--- src/rtl/brc_pkg.sv ---
package brc_pkg;
  typedef enum logic [3:0] {
    OP_NOP = 4'd0,
    OP_CMP = 4'd1,
    OP_JMP = 4'd2,
    OP_JAL = 4'd3,
    OP_JRL = 4'd4,
    OP_BEQ = 4'd5,
    OP_BGT = 4'd6,
    OP_BUF = 4'd7,
    OP_BOF = 4'd8
  } brc_op_e;
endpackage

--- src/rtl/brc_flags.sv ---
module brc_flags #(
  parameter int DW = 32
) (
  input  logic          clk,
  input  logic          rst_n,
  input  logic          cmp_en,
  input  logic [DW-1:0] opa,
  input  logic [DW-1:0] opb,
  output logic          gt_q,
  output logic          eq_q
);
  logic gt_d, eq_d;

  always_comb begin
    gt_d = gt_q;
    eq_d = eq_q;
    if (cmp_en) begin
      gt_d = $signed(opa) > $signed(opb);
      eq_d = opa == opb;
    end
  end

  always_ff @(posedge clk or negedge rst_n) begin
    if (!rst_n) begin
      gt_q <= 1'b0;
      eq_q <= 1'b0;
    end else begin
      gt_q <= gt_d;
      eq_q <= eq_d;
    end
  end

  assert_flags_hold_R3: assert property (@(posedge clk) disable iff (!rst_n)
    !cmp_en |=> $stable({gt_q, eq_q}));

  assert_gt_eq_exclusive_R2: assert property (@(posedge clk) disable iff (!rst_n)
    !(gt_q && eq_q));
endmodule

--- src/rtl/brc_target.sv ---
module brc_target
  import brc_pkg::*;
#(
  parameter int DW   = 32,
  parameter int PC_W = 10
) (
  input  logic [3:0]      op,
  input  logic [PC_W-1:0] pc,
  input  logic [DW-1:0]   opa,
  input  logic [DW-1:0]   ofs,
  input  logic            gt,
  input  logic            eq,
  input  logic            uf,
  input  logic            ovf,
  output logic            is_cmp,
  output logic            is_ctl,
  output logic            taken,
  output logic [DW-1:0]   res,
  output logic [PC_W-1:0] tgt
);
  localparam int PADW = DW - PC_W;

  logic [DW-1:0] pc_ext, rel_sum, abs_sum, sel_sum;
  logic          cond;

  assign pc_ext  = {{PADW{1'b0}}, pc};
  assign rel_sum = pc_ext + ofs;
  assign abs_sum = opa + ofs;

  always_comb begin
    is_cmp  = 1'b0;
    is_ctl  = 1'b0;
    taken   = 1'b0;
    cond    = 1'b0;
    sel_sum = rel_sum;
    res     = '0;
    unique case (op)
      OP_CMP: is_cmp = 1'b1;
      OP_JMP, OP_JAL: begin
        is_ctl  = 1'b1;
        taken   = 1'b1;
        sel_sum = abs_sum;
        res     = abs_sum;
      end
      OP_JRL: begin
        is_ctl = 1'b1;
        taken  = 1'b1;
        res    = rel_sum;
      end
      OP_BEQ, OP_BGT, OP_BUF, OP_BOF: begin
        is_ctl = 1'b1;
        case (op)
          OP_BEQ:  cond = eq;
          OP_BGT:  cond = gt;
          OP_BUF:  cond = uf;
          default: cond = ovf;
        endcase
        taken = cond;
        res   = cond ? {{PADW{1'b0}}, rel_sum[PC_W-1:0]} : '1;
      end
      default: ;
    endcase
  end

  assign tgt = sel_sum[PC_W-1:0];
endmodule

--- src/rtl/brc_redirect.sv ---
module brc_redirect #(
  parameter int DW   = 32,
  parameter int PC_W = 10,
  parameter int NYNG = 2
) (
  input  logic            clk,
  input  logic            rst_n,
  input  logic            ctl_en,
  input  logic            taken,
  input  logic [DW-1:0]   res_d,
  input  logic [PC_W-1:0] tgt_d,
  input  logic [NYNG-1:0] yng,
  output logic            res_vld_q,
  output logic [DW-1:0]   res_q,
  output logic            redir_q,
  output logic [PC_W-1:0] tgt_q,
  output logic [NYNG-1:0] mask_q
);
  logic            redir_d;
  logic [NYNG-1:0] mask_d;

  assign redir_d = ctl_en && taken;

  for (genvar g = 0; g < NYNG; g++) begin : g_stage
    assign mask_d[g] = redir_d && yng[g];
  end

  always_ff @(posedge clk or negedge rst_n) begin
    if (!rst_n) begin
      res_vld_q <= 1'b0;
      redir_q   <= 1'b0;
      mask_q    <= '0;
    end else begin
      res_vld_q <= ctl_en;
      redir_q   <= redir_d;
      mask_q    <= mask_d;
    end
  end

  always_ff @(posedge clk or negedge rst_n) begin
    if (!rst_n) begin
      res_q <= '0;
      tgt_q <= '0;
    end else if (ctl_en) begin
      res_q <= res_d;
      tgt_q <= tgt_d;
    end
  end

  assert_mask_needs_redirect_R10: assert property (@(posedge clk) disable iff (!rst_n)
    (mask_q != '0) |-> redir_q);

  assert_mask_only_occupied_R10: assert property (@(posedge clk) disable iff (!rst_n)
    ((yng & {NYNG{ctl_en}}) == '0) |=> (mask_q == '0));
endmodule

--- src/rtl/brc_unit.sv ---
module brc_unit
  import brc_pkg::*;
#(
  parameter int DW         = 32,
  parameter int IMEM_DEPTH = 1024,
  parameter int NYNG       = 2,
  parameter int PC_W       = $clog2(IMEM_DEPTH)
) (
  input  logic            clk,
  input  logic            rst_n,
  input  logic            ex_valid,
  input  logic [3:0]      ex_op,
  input  logic [PC_W-1:0] ex_pc,
  input  logic [DW-1:0]   ex_opa,
  input  logic [DW-1:0]   ex_opb,
  input  logic [DW-1:0]   ex_ofs,
  input  logic            alu_uf,
  input  logic            alu_of,
  input  logic [NYNG-1:0] yng_vld,
  output logic            res_vld,
  output logic [DW-1:0]   res,
  output logic            redir,
  output logic [PC_W-1:0] redir_pc,
  output logic [NYNG-1:0] squash_mask,
  output logic            flag_gt,
  output logic            flag_eq
);
  logic            is_cmp, is_ctl, taken;
  logic [DW-1:0]   res_d;
  logic [PC_W-1:0] tgt_d;
  logic            cmp_en, ctl_en;

  assign cmp_en = ex_valid && is_cmp;
  assign ctl_en = ex_valid && is_ctl;

  brc_flags #(.DW(DW)) u_flags (
    .clk(clk), .rst_n(rst_n), .cmp_en(cmp_en),
    .opa(ex_opa), .opb(ex_opb), .gt_q(flag_gt), .eq_q(flag_eq)
  );

  brc_target #(.DW(DW), .PC_W(PC_W)) u_target (
    .op(ex_op), .pc(ex_pc), .opa(ex_opa), .ofs(ex_ofs),
    .gt(flag_gt), .eq(flag_eq), .uf(alu_uf), .ovf(alu_of),
    .is_cmp(is_cmp), .is_ctl(is_ctl), .taken(taken),
    .res(res_d), .tgt(tgt_d)
  );

  brc_redirect #(.DW(DW), .PC_W(PC_W), .NYNG(NYNG)) u_redir (
    .clk(clk), .rst_n(rst_n), .ctl_en(ctl_en), .taken(taken),
    .res_d(res_d), .tgt_d(tgt_d), .yng(yng_vld),
    .res_vld_q(res_vld), .res_q(res), .redir_q(redir),
    .tgt_q(redir_pc), .mask_q(squash_mask)
  );

  assert_redir_has_result_R9: assert property (@(posedge clk) disable iff (!rst_n)
    redir |-> res_vld);

  assert_idle_no_redirect_R11: assert property (@(posedge clk) disable iff (!rst_n)
    !ex_valid |=> (!redir && !res_vld));

  assert_not_taken_marker_R5: assert property (@(posedge clk) disable iff (!rst_n)
    (res_vld && !redir && ($past(ex_op) != 4'd4)) |-> (res == '1));
endmodule

--- config.mk ---
export PLATFORM = sky130hd
export DESIGN_NAME = brc_unit
export DESIGN_NICKNAME = d
export VERILOG_FILES = /design/src/rtl/brc_pkg.sv /design/src/rtl/brc_flags.sv /design/src/rtl/brc_target.sv /design/src/rtl/brc_redirect.sv /design/src/rtl/brc_unit.sv
export SDC_FILE = /design/constraint.sdc
export NUM_CORES = 1
export LEC_CHECK = 0
export BUFFER_PORTS_ARGS = -buffer_cell sky130_fd_sc_hd__buf_2
export CORE_ASPECT_RATIO = 1.2
export CORE_MARGIN = 1
export CORE_UTILIZATION = 48
export CTS_CLUSTER_DIAMETER = 30
export DETAILED_ROUTE_END_ITERATION = 6
export GPL_TIMING_DRIVEN = 0
export PLACE_DENSITY = 0.78
export SYNTH_ARGS = -nofsm -noshare
export SYNTH_HDL_FRONTEND = slang
export SYNTH_SLANG_ARGS = --single-unit
--- constraint.sdc ---
create_clock -name clk -period 1.55 [get_ports clk]
set_input_delay 0.0775 -clock clk [delete_from_list [all_inputs] [get_ports clk]]
set_output_delay 0.0775 -clock clk [all_outputs]
set_load 0.01 [all_outputs]
==> impl_metrics.py, run 1 <==
metrics = {
    "synth": {
        "ys_seq_elements": 48,
        "synth_edf_count": 0,
        "synth_top_family_by_area": "compound AO/OA/AOI/OAI gates",
        "synth.distinct_cells": 78,
        "yosys.area_share.simple_pct": 18.5,
        "syn_area_per_cell_um2": 8.25,
        "synth.area.top_cells": "dfrtp_1, ha_1, a21oi_1, nor2_1, a21o_1",
        "ys_warn_count": 0,
        "syn-instance-count": 665,
        "ys_top_cells_by_count": "ha_1, nor2_1, a21oi_1",
        "synthAdderAreaFrac_pct": 17.4,
        "syn-cell-area_um2": 5490,
        "yosysMostFrequentCell": "ha_1",
        "synth_largest_area_cell": "dfrtp_1",
        "synth_compound_area_share_pct": 28.8,
        "synth_seq_area_share_pct": 21.9,
        "synth-async-reset-ratio_pct": 100,
        "synth.area.mux_share_pct": 0.570,
        "synthXorXnorAreaFrac_pct": 8.30,
        "ys.flop_type": "dfrtp_1",
        "yosysTopAreaCellShare_pct": 21.9,
        "syn-num-nets": 857,
    },
    "timing": {
        "whs_ns": -0.00989,
        "tightest_slew_ns": 1.13,
        "fin_skew_ns": 0.00544,
        "rsz0062_at_grt": "yes",
        "setup_tns_ns": -12.29,
        "post-route-min-period_ns": 2.21,
        "setup_viol": 40,
        "relSlewSlack_pct": 24.8,
        "worst_slack_ns": -0.659,
        "max_freq_mhz": 453,
        "hold_violations": 9,
        "period_share_pct": 142,
        "maxSlewViolCount": 0,
    },
    "drt": {
        "first_iter_violations": 471,
        "drc": 0,
        "vias": 6743,
        "vias_per_cell": 6.36,
        "antenna_left": 0,
        "wl_per_cell_um": 22.9,
        "routed_wl_um": 24200,
        "drtPass1Iterations": 6,
    },
    "min_path": {
        "hp-class": "in2async",
    },
    "clock_tree": {
        "root_buffer": "clkbuf_16",
        "cts_tree": "built",
        "cts_made_buffers": 5,
        "cts.sinks": 48,
        "clk_latency_ns": 0.30,
        "cts_htree_levels": 2,
        "clk_path_buf_depth": 2,
        "clk_pin_slew_ns": 0.07,
        "holdBufCountCts": 0,
    },
    "place": {
        "io_buffers": 163,
        "dp.cells": 982,
        "place.gp.congestion": 0.928,
        "dpl.hpwl_um": 15100,
        "post_dp_cell_area_um2": 6900,
    },
    "die": {
        "boundaryPins": 165,
        "num_rows": 42,
        "die_area_um2": 11900,
        "coreArea_um2": 11100,
        "die-width_um": 99.6,
        "initial_utilization_pct": 49.5,
        "chipHeight_um": 119,
    },
    "critical_path": {
        "startpoint_type": "input port",
        "crit_type": "in2reg",
        "crit_buf_inv": 3,
        "worstPathMaxFanout": 4,
        "rr_startpoint": "u_flags.eq_q",
        "rr_endpoint": "u_redir.res_q[30]",
        "max_stage_delay_ns": 0.47,
        "reg2reg_setup_slack_ns": -0.24,
        "worst_setup_path_end_kind": "flip-flop",
        "endpoint": "u_redir.res_q[24]",
        "crit_start": "ex_ofs[13]",
        "cp.required_ns": 1.77,
        "reg2reg_depth": 10,
        "cp_top_family": "simple AND/OR/NAND/NOR gates",
        "slowest_stage": "or4b_1",
        "path_depth": 12,
        "critPathArrivalTime_ns": 2.43,
        "cp_cell_sequence": "buf_2 > ha_4 > nand4_1 > nor2_2 > a211o_1 > o211ai_4 > buf_6 > buf_6 > a31oi_4 > nor2_2 > or4b_1 > a31oi_1",
    },
    "finish": {
        "n_antenna_cell": 0,
        "nFillCells": 736,
        "layout.cells.non_filler": 1060,
        "area_delta_synth_final_pct": 56.8,
        "final_nets": 1098,
        "fin_area_um2": 8600,
        "drive_gt1_share_pct": 45.9,
    },
    "job": {
        "drv_cap": 0,
    },
    "pwr": {
        "p_leak_nw": 3.91,
        "power_density_nw_per_um2": 711,
        "p_total_mw": 6.12,
        "vdd.ir_drop.worst_mv": 0.511,
    },
    "global_route": {
        "grt_antenna_before_repair": 0,
        "grt_pass1_vias": 6321,
        "grt_max_degree": 49,
        "grt_use_total_pct": 35.1,
        "grt_pass1_wl_um": 32300,
        "overflow": 0,
    },
    "status": {
        "run_status": "complete, but fails checks",
        "violations": "negative hold slack, negative setup slack",
    },
}
-- metal layers --
metal | vias up | routed length [um] | track usage, %
met4 | 0 | 1660 | 18.2
met5 | - | 0 | 0
met2 | 427 | 12400 | 63.1
met3 | 135 | 1470 | 3.23
met1 | 3249 | 8710 | 41.1
li1 | 2932 | - | -
-- sequential cells by signal (all words and copies together), names as in the netlist --
| signal | flops |
|---|---|
| u_flags.gt_q | 1 |
| u_redir.tgt_q | 10 |
| u_redir.res_vld_q | 1 |
| u_redir.res_q | 32 |
| u_redir.redir_q | 1 |
| u_flags.eq_q | 1 |
| u_redir.mask_q | 2 |
-- kinds of logic (layout without fill, tap and decap cells) --
logic type      after synthesis  after routing
flops                        48             48
fa+ha+maj                    75             75
buf+inv                      61            302
simple gates                201            201
mux                           3              3
compound gates              225            225
xor+xnor                     52             52
-- cell type report --
cell class	count	area (um2)	area share, %
multi-input combinational	556	5150	59.8
tap	154	193	2.24
inverter	44	170	1.98
timing repair buffer	235	1610	18.8
clock inverter	1	8.76	0.102
buffer	16	130	1.51
sequential	48	1200	14.0
clock buffer	6	139	1.61
-- per-stage QoR --
stage	worst slack, ns	utilization [%]
5_1_grt	-0.728	77.6
2_1_floorplan	-0.609	-
6_report	-0.659	77.6
3_5_place_dp	-1.13	62.2
3_3_place_gp	-1.10	62.2
4_1_cts	-0.579	71.2
-- report_power, final --
part           internal, mW  switching [mW]  leakage [nW]
clock                 0.639           0.535        0.0729
combinational          1.51            1.76          3.29
sequential             1.49           0.171         0.551
total                  3.65            2.47          3.91
-- cell usage in the layout (no fill, tap or decap), types with 6 or more instances in the layout --
cell,Yosys,layout
a21o_1,32,31
o21a_1,10,9
a21oi_1,59,40
nand3_1,11,8
and3_1,10,9
o21ai_0,37,24
buf_2,4,143
buf_6,2,36
a21oi_4,2,8
buf_4,0,54
inv_1,43,38
nor2_2,1,8
clkbuf_16,0,7
a31oi_1,10,9
o211ai_1,6,6
ha_4,0,37
xor2_1,26,22
ha_1,73,35
o21ai_1,3,8
buf_8,0,6
nand2_1,43,39
o21ai_4,0,6
a21oi_2,4,17
dfrtp_1,48,48
nor2_1,65,58
xnor2_1,26,22
nand4_1,15,15
-- how the worst min path moves through the flow --
| stage | startpoint | to | cells after the start |
|---|---|---|---|
| 2_1_floorplan | rst_n | u_flags.eq_q | 0 |
| 3_3_place_gp | yng_vld[0] | u_redir.mask_q[0] | 2 |
| 3_5_place_dp | yng_vld[1] | u_redir.mask_q[1] | 2 |
| 4_1_cts | yng_vld[1] | u_redir.mask_q[1] | 2 |
| 5_1_grt | yng_vld[1] | u_redir.mask_q[1] | 2 |
| 6_report | rst_n | u_redir.res_vld_q | 1 |
-- what timing repair did --
action,in CTS,in global routing
setup buffers,43,28
pin swaps,58,80
resized for setup,113,95
gates cloned,2,0
setup endpoints to repair,42,42
Note: power is estimated with default switching activity, not from simulation.
==> run 2, diff against run 1 <==
--- a/config.mk
+++ b/config.mk
@@ -8,7 +8,8 @@
 export BUFFER_PORTS_ARGS = -buffer_cell sky130_fd_sc_hd__buf_2
 export CORE_ASPECT_RATIO = 1.2
 export CORE_MARGIN = 1
-export CORE_UTILIZATION = 48
+export CORE_UTILIZATION = 49
+export CTS_BUF_LIST = sky130_fd_sc_hd__clkbuf_8
 export CTS_CLUSTER_DIAMETER = 30
 export DETAILED_ROUTE_END_ITERATION = 6
 export GPL_TIMING_DRIVEN = 0
==> run 2 against run 1 <==
  * The run still ends with negative hold slack, negative setup slack left
  * Hold slack got worse by 0.012 ns
  * Sequential share of layout area increased by 0.37 points
  * Utilization increased by 0.59 points
  * Sequential power about the same
  * Total power decreased by 5.6%
  * Register-to-register slack got worse by 0.03 ns
  * Wire length decreased by 3.3%
  * Global-route usage increased by 1.2 points
  * Combinational power decreased by 2%
  * Critical endpoint is now u_redir.res_q[12]
==> impl_metrics.py, run 2 (synthesis gave the netlist of run 1 again) <==
metrics = {
    "status": {
        "run_status": "complete, but fails checks",
        "violations": "negative hold slack, negative setup slack",
    },
    "job": {
        "drv_cap": 0,
    },
    "global_route": {
        "grt_busiest_layer": "met2",
        "grt_antenna_before_repair": 0,
        "grt_use_total_pct": 36.3,
        "grt_use_met3_pct": 3.56,
        "grt_max_degree": 49,
        "met1_usage_pct": 40.8,
        "gr-usage-met2_pct": 65.9,
        "grt_pass1_wl_um": 33100,
        "grt_pass1_vias": 6515,
        "overflow": 0,
    },
    "timing": {
        "fin_skew_ns": 0.00763,
        "rsz0062_at_grt": "yes",
        "period_share_pct": 142,
        "post-route-min-period_ns": 2.21,
        "hold_violations": 11,
        "worst_slack_ns": -0.657,
        "maxSlewViolCount": 0,
        "setup_viol": 37,
        "max_freq_mhz": 453,
        "tightest_slew_ns": 1.16,
        "whs_ns": -0.0216,
        "relSlewSlack_pct": 22.7,
    },
    "pwr": {
        "p_total_mw": 5.77,
        "p_leak_nw": 3.82,
        "switching_share_pct": 42.1,
        "power_density_nw_per_um2": 688,
        "vdd.ir_drop.worst_mv": 0.434,
        "p_seq_share_pct": 28.8,
        "internal-power_mw": 3.34,
        "clkPwrFrac_pct": 15.1,
        "switching_power_mw": 2.43,
        "pwr-share-comb_pct": 56.0,
    },
    "critical_path": {
        "reg2reg_setup_slack_ns": -0.27,
        "rr_endpoint": "u_redir.res_q[14]",
        "startpoint_type": "input port",
        "worstPathMaxFanout": 2,
        "crit_start": "ex_ofs[0]",
        "reg2reg_depth": 10,
        "rr_startpoint": "u_flags.eq_q",
        "worst_setup_path_end_kind": "flip-flop",
        "crit_type": "in2reg",
        "critPathArrivalTime_ns": 2.42,
        "cp.required_ns": 1.77,
    },
    "drt": {
        "vias": 6692,
        "vias_per_cell": 6.53,
        "wl_per_cell_um": 22.8,
        "first_iter_violations": 588,
        "antenna_left": 0,
        "drtPass1Iterations": 7,
        "drc": 0,
        "routed_wl_um": 23400,
    },
    "die": {
        "die_area_um2": 11600,
        "chipHeight_um": 118,
        "num_rows": 41,
        "initial_utilization_pct": 51.2,
        "die-width_um": 98.6,
        "boundaryPins": 165,
        "coreArea_um2": 10700,
    },
    "place": {
        "dpl_worst_slack_ns": -1.11,
        "place.gp.congestion": 0.948,
        "io_buffers": 163,
        "dpl.hpwl_um": 15200,
    },
    "finish": {
        "final_nets": 1087,
        "layout_commonest_cell": "buf_2",
        "area.sequential_um2": 1200,
        "largest_reg_flops": 32,
        "largest_register": "u_redir.res_q",
        "area_delta_synth_final_pct": 52.8,
        "drive_gt1_share_pct": 45.5,
        "reg_top3": "u_redir.res_q: 32 flops, u_redir.tgt_q: 10 flops, u_redir.mask_q: 2 flops",
        "final_cell_mix": "buf_2, nor2_1, dfrtp_1",
        "n_antenna_cell": 0,
        "multi_input_area_um2": 5140,
        "nFillCells": 690,
    },
    "clock_tree": {
        "cts.sinks": 48,
        "cts_tree": "built",
        "cts_made_buffers": 5,
        "clk_latency_ns": 0.32,
        "clk_pin_slew_ns": 0.11,
        "clk_path_buf_depth": 2,
        "root_buffer": "clkbuf_8",
        "cts_htree_levels": 2,
    },
    "min_path": {
        "hp-class": "in2async",
    },
}
run 2: cell types whose count changed in the layout (fill, tap and decap cells not counted), moves of 3 or more:
cell and delta:
buf_6 -5, clkbuf_8 +5, nor3_2 -3, ha_4 -3, nor2_4 +3, buf_2 +7
buf_4 -15, clkbuf_16 -6, nor2_1 -3
run 2: critical path, cell delays in order:
cell and delay [ns]:
buf_8 0.10, ha_4 0.15, fa_2 0.39, a211oi_4 0.28, o211ai_2 0.15, a21boi_0 0.43
o21bai_1 0.15, a21oi_1 0.20, xnor2_1 0.14, o221ai_1 0.17, o21a_1 0.17
run 2: layout make-up:
class	instances	area share, %
multi-input combinational	556	61.3
timing repair buffer	225	18.0
sequential	48	14.3
inverter	44	2.03
tap	129	1.93
buffer	15	1.27
clock buffer	6	0.985
clock inverter	2	0.164
run 2: repair_timing:
item,4_1_cts,5_1_grt
endpoints found under the setup margin,38,42
gates resized for setup,103,97
pin swaps,64,82
endpoints found under the hold margin,2,0
hold buffers,2,0
buffers inserted,41,24
cloned,1,0
run 2: metrics by stage:
stage                     util, %  cell area [um2]  setup TNS [ns]  instances
after global routing         78.2             8380          -15.29       1025
final                        78.2             8380          -13.62       1025
after detailed placement     64.1             6870          -23.07        957
after CTS                    73.0             7830           -8.42       1008
after global placement       64.1             6870          -20.80        957
after floorplan                 -             5890           -7.16        665
run 2: how the worst max path moves through the flow:
stage | endpoint | slack [ns] | cells after the start
CTS | u_redir.res_q[30] | -0.59 | 11
global placement | u_redir.res_q[30] | -1.05 | 11
global route | u_redir.res_q[14] | -0.71 | 13
floorplan | u_redir.res_q[30] | -0.61 | 10
detailed placement | u_redir.res_q[30] | -1.11 | 11
finish | u_redir.res_q[12] | -0.66 | 11
run 2: metal layers:
layer	vias to the layer above	part of all wire, %
met5	-	0
met4	0	6.9
met3	135	6.9
met2	440	51
met1	3199	35
li1	2918	-
run 2: power groups by stage:
stage | clock network [mW] | logic [mW] | registers, mW
global route | 0.906 | 3.41 | 1.68
detailed placement | 0 | 2.43 | 1.68
CTS | 0.865 | 2.81 | 1.65
finish | 0.872 | 3.23 | 1.66
global placement | 0 | 2.35 | 1.67
floorplan | 0 | 1.42 | 1.76
